**src/rtl/cmp_ramp_pkg.sv**
```systemverilog
package cmp_ramp_pkg;
    typedef enum logic [0:0] {
        RAMP_IDLE = 1'b0,
        RAMP_RUN  = 1'b1
    } ramp_phase_e;
endpackage

```
**src/rtl/cr_start_mux.sv**
```systemverilog
module cr_start_mux #(
    parameter int THR_W  = 7,
    parameter int SEL_W  = 4,
    parameter int N_FILT = 3,
    parameter int N_THR  = 7
) (
    input  logic [SEL_W-1:0]        sel_i,
    input  logic [N_FILT*THR_W-1:0] filt_i,
    input  logic [N_THR*THR_W-1:0]  thr_i,
    output logic [THR_W-1:0]        val_o
);
    // Unused codes fall through to zero.
    always_comb begin
        val_o = '0;
        for (int i = 0; i < N_FILT; i++) begin
            if (sel_i == SEL_W'(i)) val_o = filt_i[i*THR_W +: THR_W];
        end
        for (int j = 0; j < N_THR; j++) begin
            if (sel_i == SEL_W'(N_FILT + j)) val_o = thr_i[j*THR_W +: THR_W];
        end
    end
endmodule

```
**src/rtl/cr_trig_edge.sv**
```systemverilog
module cr_trig_edge #(
    parameter int N_TRIG = 4
) (
    input  logic              clk,
    input  logic              rst,
    input  logic              ramp_en_i,
    input  logic [N_TRIG-1:0] trig_i,
    input  logic [N_TRIG-1:0] trig_en_i,
    output logic              start_o
);
    logic any_d, any_q;

    always_comb begin
        any_d   = |(trig_i & trig_en_i);
        start_o = ramp_en_i && any_d && !any_q;
    end

    always_ff @(posedge clk) begin
        if (rst) any_q <= 1'b0;
        else     any_q <= any_d;
    end

    AST_ONE_START_PER_EDGE: assert property (@(posedge clk) disable iff (rst)
        start_o |=> !start_o);
endmodule

```
**src/rtl/cr_step_pacer.sv**
```systemverilog
module cr_step_pacer #(
    parameter int CNT_W = 5
) (
    input  logic             clk,
    input  logic             rst,
    input  logic             clear_i,
    input  logic             run_i,
    input  logic [CNT_W-1:0] lim_i,
    output logic             tick_o
);
    logic [CNT_W-1:0] cnt_d, cnt_q;

    always_comb begin
        tick_o = run_i && !clear_i && (cnt_q == lim_i);
        cnt_d  = cnt_q;
        if (clear_i)     cnt_d = '0;
        else if (tick_o) cnt_d = '0;
        else if (run_i)  cnt_d = cnt_q + 1'b1;
    end

    always_ff @(posedge clk) begin
        if (rst) cnt_q <= '0;
        else     cnt_q <= cnt_d;
    end

    AST_TICK_RESTARTS_COUNT: assert property (@(posedge clk) disable iff (rst)
        (tick_o || clear_i) |=> (cnt_q == '0));
endmodule

```
**src/rtl/cmp_ramp_gen.sv**
```systemverilog
module cmp_ramp_gen
    import cmp_ramp_pkg::*;
#(
    parameter int THR_W      = 7,
    parameter int FRAC_W     = 14,
    parameter int STEP_INT_W = 4,
    parameter int CNT_W      = 5,
    parameter int SEL_W      = 4,
    parameter int N_TRIG     = 4,
    parameter int N_FILT     = 3,
    parameter int N_THR      = 7
) (
    input  logic                           clk,
    input  logic                           rst,
    input  logic                           cfg_ramp_en,
    input  logic [N_TRIG-1:0]              cfg_trig_en,
    input  logic [SEL_W-1:0]               cfg_start_sel,
    input  logic [STEP_INT_W+FRAC_W-1:0]   cfg_step,
    input  logic [CNT_W-1:0]               cfg_step_clks,
    input  logic [N_FILT*THR_W-1:0]        filt_val_i,
    input  logic [N_THR*THR_W-1:0]         thr_val_i,
    input  logic [N_TRIG-1:0]              pwm_trig_i,
    output logic [THR_W-1:0]               thr_o,
    output logic                           active_o,
    output logic                           done_o
);
    localparam int ACC_W = THR_W + FRAC_W;

    typedef struct packed {
        logic [ACC_W-1:0] acc;
        ramp_phase_e      phase;
        logic             done;
    } ramp_st_t;

    ramp_st_t         st_d, st_q;
    logic             start_ev, step_tick, pace_run;
    logic [THR_W-1:0] start_val;
    logic [ACC_W-1:0] step_ext, acc_dec;

    assign step_ext = ACC_W'(cfg_step);
    assign pace_run = cfg_ramp_en && (st_q.phase == RAMP_RUN);

    cr_start_mux #(
        .THR_W(THR_W), .SEL_W(SEL_W), .N_FILT(N_FILT), .N_THR(N_THR)
    ) u_mux (
        .sel_i(cfg_start_sel), .filt_i(filt_val_i), .thr_i(thr_val_i), .val_o(start_val)
    );

    cr_trig_edge #(.N_TRIG(N_TRIG)) u_edge (
        .clk(clk), .rst(rst), .ramp_en_i(cfg_ramp_en), .trig_i(pwm_trig_i),
        .trig_en_i(cfg_trig_en), .start_o(start_ev)
    );

    cr_step_pacer #(.CNT_W(CNT_W)) u_pace (
        .clk(clk), .rst(rst), .clear_i(start_ev), .run_i(pace_run),
        .lim_i(cfg_step_clks), .tick_o(step_tick)
    );

    always_comb begin
        st_d    = st_q;
        acc_dec = st_q.acc - step_ext;
        if (!cfg_ramp_en) begin
            st_d.phase = RAMP_IDLE;
        end else if (start_ev) begin
            st_d.acc   = {start_val, {FRAC_W{1'b0}}};
            st_d.phase = RAMP_RUN;
            st_d.done  = 1'b0;
        end else if (step_tick) begin
            if (st_q.acc <= step_ext) begin
                st_d.acc   = '0;
                st_d.phase = RAMP_IDLE;
                st_d.done  = 1'b1;
            end else begin
                st_d.acc = acc_dec;
            end
        end
    end

    always_ff @(posedge clk) begin
        if (rst) st_q <= '0;
        else     st_q <= st_d;
    end

    assign thr_o    = st_q.acc[ACC_W-1:FRAC_W];
    assign active_o = (st_q.phase == RAMP_RUN);
    assign done_o   = st_q.done;

    AST_START_LOADS: assert property (@(posedge clk) disable iff (rst)
        start_ev |=> (active_o && !done_o && st_q.acc[FRAC_W-1:0] == '0));
    AST_NO_RISE: assert property (@(posedge clk) disable iff (rst)
        (cfg_ramp_en && !start_ev && active_o) |=> (st_q.acc <= $past(st_q.acc)));
    AST_HOLD_OFF: assert property (@(posedge clk) disable iff (rst)
        !cfg_ramp_en |=> ($stable(st_q.acc) && !active_o && $stable(done_o)));
    AST_DONE_AT_ZERO: assert property (@(posedge clk) disable iff (rst)
        $rose(done_o) |-> (st_q.acc == '0 && !active_o));
    AST_FLAGS_EXCLUSIVE: assert property (@(posedge clk) disable iff (rst)
        !(done_o && active_o));
endmodule

```
**config.mk**
```make
export PLATFORM = sky130hd
export DESIGN_NAME = cmp_ramp_gen
export DESIGN_NICKNAME = d
export VERILOG_FILES = /design/src/rtl/cmp_ramp_pkg.sv /design/src/rtl/cr_start_mux.sv /design/src/rtl/cr_trig_edge.sv /design/src/rtl/cr_step_pacer.sv /design/src/rtl/cmp_ramp_gen.sv
export SDC_FILE = /design/constraint.sdc
export NUM_CORES = 1
export LEC_CHECK = 0
export ABC_CLOCK_PERIOD_IN_PS = 7300
export BUFFER_PORTS_ARGS = -buffer_cell sky130_fd_sc_hd__buf_2
export CAP_MARGIN = 20
export CORE_AREA = 10 10 104 106
export CTS_BUF_LIST = sky130_fd_sc_hd__clkbuf_4
export CTS_CLUSTER_SIZE = 24
export DETAILED_ROUTE_END_ITERATION = 10
export DIE_AREA = 0 0 114 116
export SLEW_MARGIN = 10
export SYNTH_ARGS = -nofsm -noshare
export SYNTH_HDL_FRONTEND = slang
export SYNTH_SLANG_ARGS = --single-unit
```
**constraint.sdc**
```tcl
create_clock -name clk -period 7.3 [get_ports clk]
set_clock_uncertainty 0.1 [all_clocks]
set_input_delay 1.46 -clock clk [delete_from_list [all_inputs] [get_ports clk]]
set_output_delay 1.46 -clock clk [all_outputs]
set_load 0.005 [all_outputs]
```
==> PnR_summary.wiki <==
{| class="wikitable"
! Metric !! Value
|-
| Status || finished clean
|-
| Maximum clock insertion buffer count || 2
|-
| Net Count, Synth || about 540
|-
| Launching instance or port of the critical path || cfg_step[0]
|-
| Area grow syn2layout || 21.1%
|-
| Highest fanout seen on the critical path || 4
|-
| Remaining DRCs || 0
|-
| Hold WC Path Type || reg2reg
|-
| Detailed Route Iter0 Violations || between 150 and 200
|-
| Number of buffers added by the clock tree synthesis step || 5
|-
| Total wire length after detailed routing || 9.90 mm
|-
| Achievable clock frequency || between 200 and 300 MHz
|-
| Depth of the most critical reg-to-reg path || 11
|-
| First-pass GRT wire length || around 16 mm
|-
| Row count || 34
|-
| Worst EP arrival || 3.70 ns
|-
| I/O pin cnt || 117
|-
| CTS Hold Buffers Added || 0
|-
| Synthesized netlist cell count || 409
|-
| Fin crit share || 0.492
|-
| Initial cell density of the core || 0.347
|-
| Top_reg_cell synth || sky130_fd_sc_hd__dfxtp_1
|-
| End point of the most critical hold path || st_q[5]$_SDFFE_PP0P_
|-
| Syn_area_per_cell || ~7.4 µm²
|-
| Fraction of layout instances using a drive strength above 1 || 0.285
|-
| Number of buffers inserted by port buffering || 116
|-
| Fraction of registers with async set or reset after synthesis || 0
|-
| Final Net Count || between 600 and 700
|-
| Number of setup buffers added after CTS || 0
|-
| Max-slew violation count || 0
|-
| Crit path max-delay family || compound AO/OA/AOI/OAI gates
|-
| Drt pass-1 iters || 6
|-
| Clock insertion delay at the later pin of the skew report || around 0.33 ns
|-
| Vias per cell || 5.31
|-
| RD Place Congestion || between 0.8 and 0.9
|-
| Final critical delay including setup and external delays || 3.59 ns
|-
| Clock tree sinks || 29
|-
| Post-synth design cell area || around 3000 µm²
|-
| Worst Path Required || between 7 and 8 ns
|-
| Total power after layout || slightly below 500 µW
|-
| Final TNS setup || 0 ns
|-
| Pwr dens || around 130 nW/µm²
|-
| Seq/Total Area, Yosys || 0.193
|-
| Maximum number of pins on one net before global-route repair || 32
|-
| Initial antenna violation count || 0
|-
| Combined buffer and inverter count along the critical path || 2
|-
| Remaining antenna violation count after routing || 0
|-
| Beginning of the worst register-to-register path || st_q[2]$_SDFFE_PP0P_
|-
| Type of element capturing the critical path || register
|-
| Reg2Reg Setup Slack || 4.55 ns
|-
| Detailed-route wire length per cell || approximately 16 µm
|-
| Number of cells upsized or downsized after cts || 0
|-
| Flip-flop and latch count after synthesis || 29
|-
| Count of filler cells inserted in the layout || between 900 and 1000
|-
| Netlist cell types || 67
|-
| Cell with the largest stage delay on the worst path || sky130_fd_sc_hd__fa_1
|-
| Hold Crit Start || st_q[5]$_SDFFE_PP0P_
|-
| Largest incremental delay on the critical path || about 0.42 ns
|-
| RSZ-0062 raised after global routing || no
|-
| Number of vias after detailed routing || ~3300
|-
| Yosys warnings || 0
|-
| Type of element launching the critical path || input port
|-
| Peak supply drop || ~0.075 mV
|-
| Setup violations, final || 0
|-
| Library cell used as clock root buffer || sky130_fd_sc_hd__clkbuf_4
|-
| Grt total ovfl || 0
|-
| Number of enable-type register cells in the synthesized netlist || 0
|-
| All-Layer GR Usage || 0.145
|-
| Leakage || around 1.7 nW
|-
| Die W || 114 µm
|-
| Pin slew with the least headroom to its limit || approximately 1.0 ns
|-
| Detail Placement HPWL || roughly 8.0 mm
|-
| Vias in the first global route || ~3300
|-
| Relative slew slack || 0.323
|-
| Number of diodes || 0
|-
| Clock Pin Slew Worst Setup and Hold Paths || ~0.11 ns
|-
| Final Hold Viols || 0
|-
| Die extent in y || 116 µm
|-
| Instance count along the most critical hold path || 2
|-
| H-tree levels || 2
|-
| CP Cell Sequence || buf_2 > ha_1 > inv_1 > fa_1 > a21oi_2 > o2111ai_1 > o211ai_1 > a21oi_1 > o41a_1 > o21ai_1 > a31oi_1
|-
| CTS tree || yes
|-
| Worst reg2reg endpoint || thr_o[6]$_SDFFE_PP0P_
|-
| Number of max-cap violations || 0
|-
| Core outline area || 8680 µm²
|-
| Die area || around 13000 µm²
|-
| Kind of critical path || in2reg
|}
==> cells in the mapped netlist, types with 3 or more instances <==
| cell type | number | area share |
|---|---|---|
| sky130_fd_sc_hd__nand2_1 | 42 | 0.052 |
| sky130_fd_sc_hd__a21oi_1 | 36 | 0.060 |
| sky130_fd_sc_hd__nor2_1 | 33 | 0.041 |
| sky130_fd_sc_hd__dfxtp_1 | 29 | 0.19 |
| sky130_fd_sc_hd__inv_1 | 29 | 0.036 |
| sky130_fd_sc_hd__nand3_1 | 20 | 0.033 |
| sky130_fd_sc_hd__ha_1 | 19 | 0.079 |
| sky130_fd_sc_hd__nor3_1 | 15 | 0.025 |
| sky130_fd_sc_hd__o21ai_0 | 15 | 0.025 |
| sky130_fd_sc_hd__xor2_1 | 13 | 0.038 |
| sky130_fd_sc_hd__clkbuf_1 | 12 | 0.015 |
| sky130_fd_sc_hd__mux2i_1 | 12 | 0.040 |
| sky130_fd_sc_hd__a31oi_1 | 11 | 0.023 |
| sky130_fd_sc_hd__o211ai_1 | 9 | 0.022 |
| sky130_fd_sc_hd__buf_2 | 8 | 0.013 |
| sky130_fd_sc_hd__xnor2_1 | 8 | 0.023 |
| sky130_fd_sc_hd__buf_4 | 7 | 0.017 |
| sky130_fd_sc_hd__a211oi_1 | 6 | 0.015 |
| sky130_fd_sc_hd__a21o_1 | 6 | 0.015 |
| sky130_fd_sc_hd__mux2_2 | 6 | 0.022 |
| sky130_fd_sc_hd__nand4_1 | 5 | 0.010 |
| sky130_fd_sc_hd__nand2b_1 | 4 | 0.0083 |
| sky130_fd_sc_hd__nor4_1 | 3 | 0.0062 |
| sky130_fd_sc_hd__o21ai_1 | 3 | 0.0050 |
| sky130_fd_sc_hd__o22ai_1 | 3 | 0.0062 |
| sky130_fd_sc_hd__or3_1 | 3 | 0.0062 |
==> worst register-to-register path, cell delays in order (launching register included) <==
cell and delay, ns:
sky130_fd_sc_hd__dfxtp_1 0.33, sky130_fd_sc_hd__inv_1 0.06, sky130_fd_sc_hd__ha_1 0.15, sky130_fd_sc_hd__inv_1 0.06, sky130_fd_sc_hd__fa_1 0.42, sky130_fd_sc_hd__a21oi_2 0.19, sky130_fd_sc_hd__o2111ai_1 0.25, sky130_fd_sc_hd__o211ai_1 0.31
sky130_fd_sc_hd__a21oi_1 0.16, sky130_fd_sc_hd__o41a_1 0.39, sky130_fd_sc_hd__o21ai_1 0.14, sky130_fd_sc_hd__a31oi_1 0.09
==> power breakdown <==
group          switching [mW]  internal (mW)
combinational           0.115         0.0910
clock                  0.0620         0.0404
sequential            0.00798          0.168
==> flip-flops by register name (all words and copies together) (netlist names) <==
register / flops
st_q: 14
thr_o: 7
u_pace.cnt_q: 5
active_o: 1
done_o: 1
u_edge.any_q: 1
==> cell families (layout without fill, tap and decap cells) <==
| family | Yosys count | after routing | synth area share |
|---|---|---|---|
| simple gates | 137 | 137 | 0.212 |
| xor+xnor | 21 | 21 | 0.0610 |
| buf+inv | 58 | 155 | 0.0868 |
| compound gates | 124 | 124 | 0.285 |
| flops | 29 | 29 | 0.193 |
| fa+ha+maj | 20 | 20 | 0.0855 |
| mux | 20 | 20 | 0.0772 |
==> cells in the final DEF, fill, tap and decap left out, types with 5 or more instances in the layout <==
cell type	n
sky130_fd_sc_hd__ha_1	19
sky130_fd_sc_hd__a21oi_1	36
sky130_fd_sc_hd__nor3_1	15
sky130_fd_sc_hd__a31oi_1	11
sky130_fd_sc_hd__nand3_1	20
sky130_fd_sc_hd__xor2_1	13
sky130_fd_sc_hd__buf_2	116
sky130_fd_sc_hd__xnor2_1	8
sky130_fd_sc_hd__o211ai_1	9
sky130_fd_sc_hd__a211oi_1	6
sky130_fd_sc_hd__inv_1	29
sky130_fd_sc_hd__clkbuf_4	6
sky130_fd_sc_hd__dfxtp_1	29
sky130_fd_sc_hd__nand4_1	5
sky130_fd_sc_hd__mux2_2	6
sky130_fd_sc_hd__o21ai_0	15
sky130_fd_sc_hd__a21o_1	6
sky130_fd_sc_hd__mux2i_1	12
sky130_fd_sc_hd__nor2_1	33
sky130_fd_sc_hd__nand2_1	42
==> worst max-delay path by stage <==
stage,endpoint,slack (ns),cells after the start
4_1_cts,thr_o[6]$_SDFFE_PP0P_,3.72,11
3_3_place_gp,thr_o[6]$_SDFFE_PP0P_,3.41,11
6_report,thr_o[6]$_SDFFE_PP0P_,3.71,11
3_5_place_dp,thr_o[6]$_SDFFE_PP0P_,3.37,11
5_1_grt,thr_o[6]$_SDFFE_PP0P_,3.58,11
2_1_floorplan,thr_o[6]$_SDFFE_PP0P_,3.72,10
==> cell type report <==
type / count / area [µm²] / area share
clock buffers: 6 / 45.0 / 0.0123
clock inverters: 2 / 10.0 / 0.00274
inverters: 30 / 113 / 0.0308
multi-input cells: 322 / 2170 / 0.595
flip-flops and latches: 29 / 581 / 0.159
well taps: 108 / 135 / 0.0370
repair buffers: 117 / 596 / 0.163
==> metal layers <==
layer	vias up	global-route usage	share of wire
li1	1684	-	-
met4	0	0.0276	0.0071
met2	73	0.255	0.50
met3	6	0.0331	0.045
met5	-	0	0
met1	1499	0.176	0.45
==> per-stage QoR <==
step                      std cells   util  setup WS (ns)  cell area [µm²]  hold WS, ns
final                           614  0.421           3.71             3650        0.365
after detailed placement        605  0.413           3.37             3580        0.350
after CTS                       613  0.419           3.72             3640        0.362
after floorplan                 409      -           3.72             3010        0.336
after global routing            614  0.421           3.58             3650        0.380
after global placement          605  0.413           3.41             3580        0.346
No activity file was read; power rests on OpenSTA's default activity.
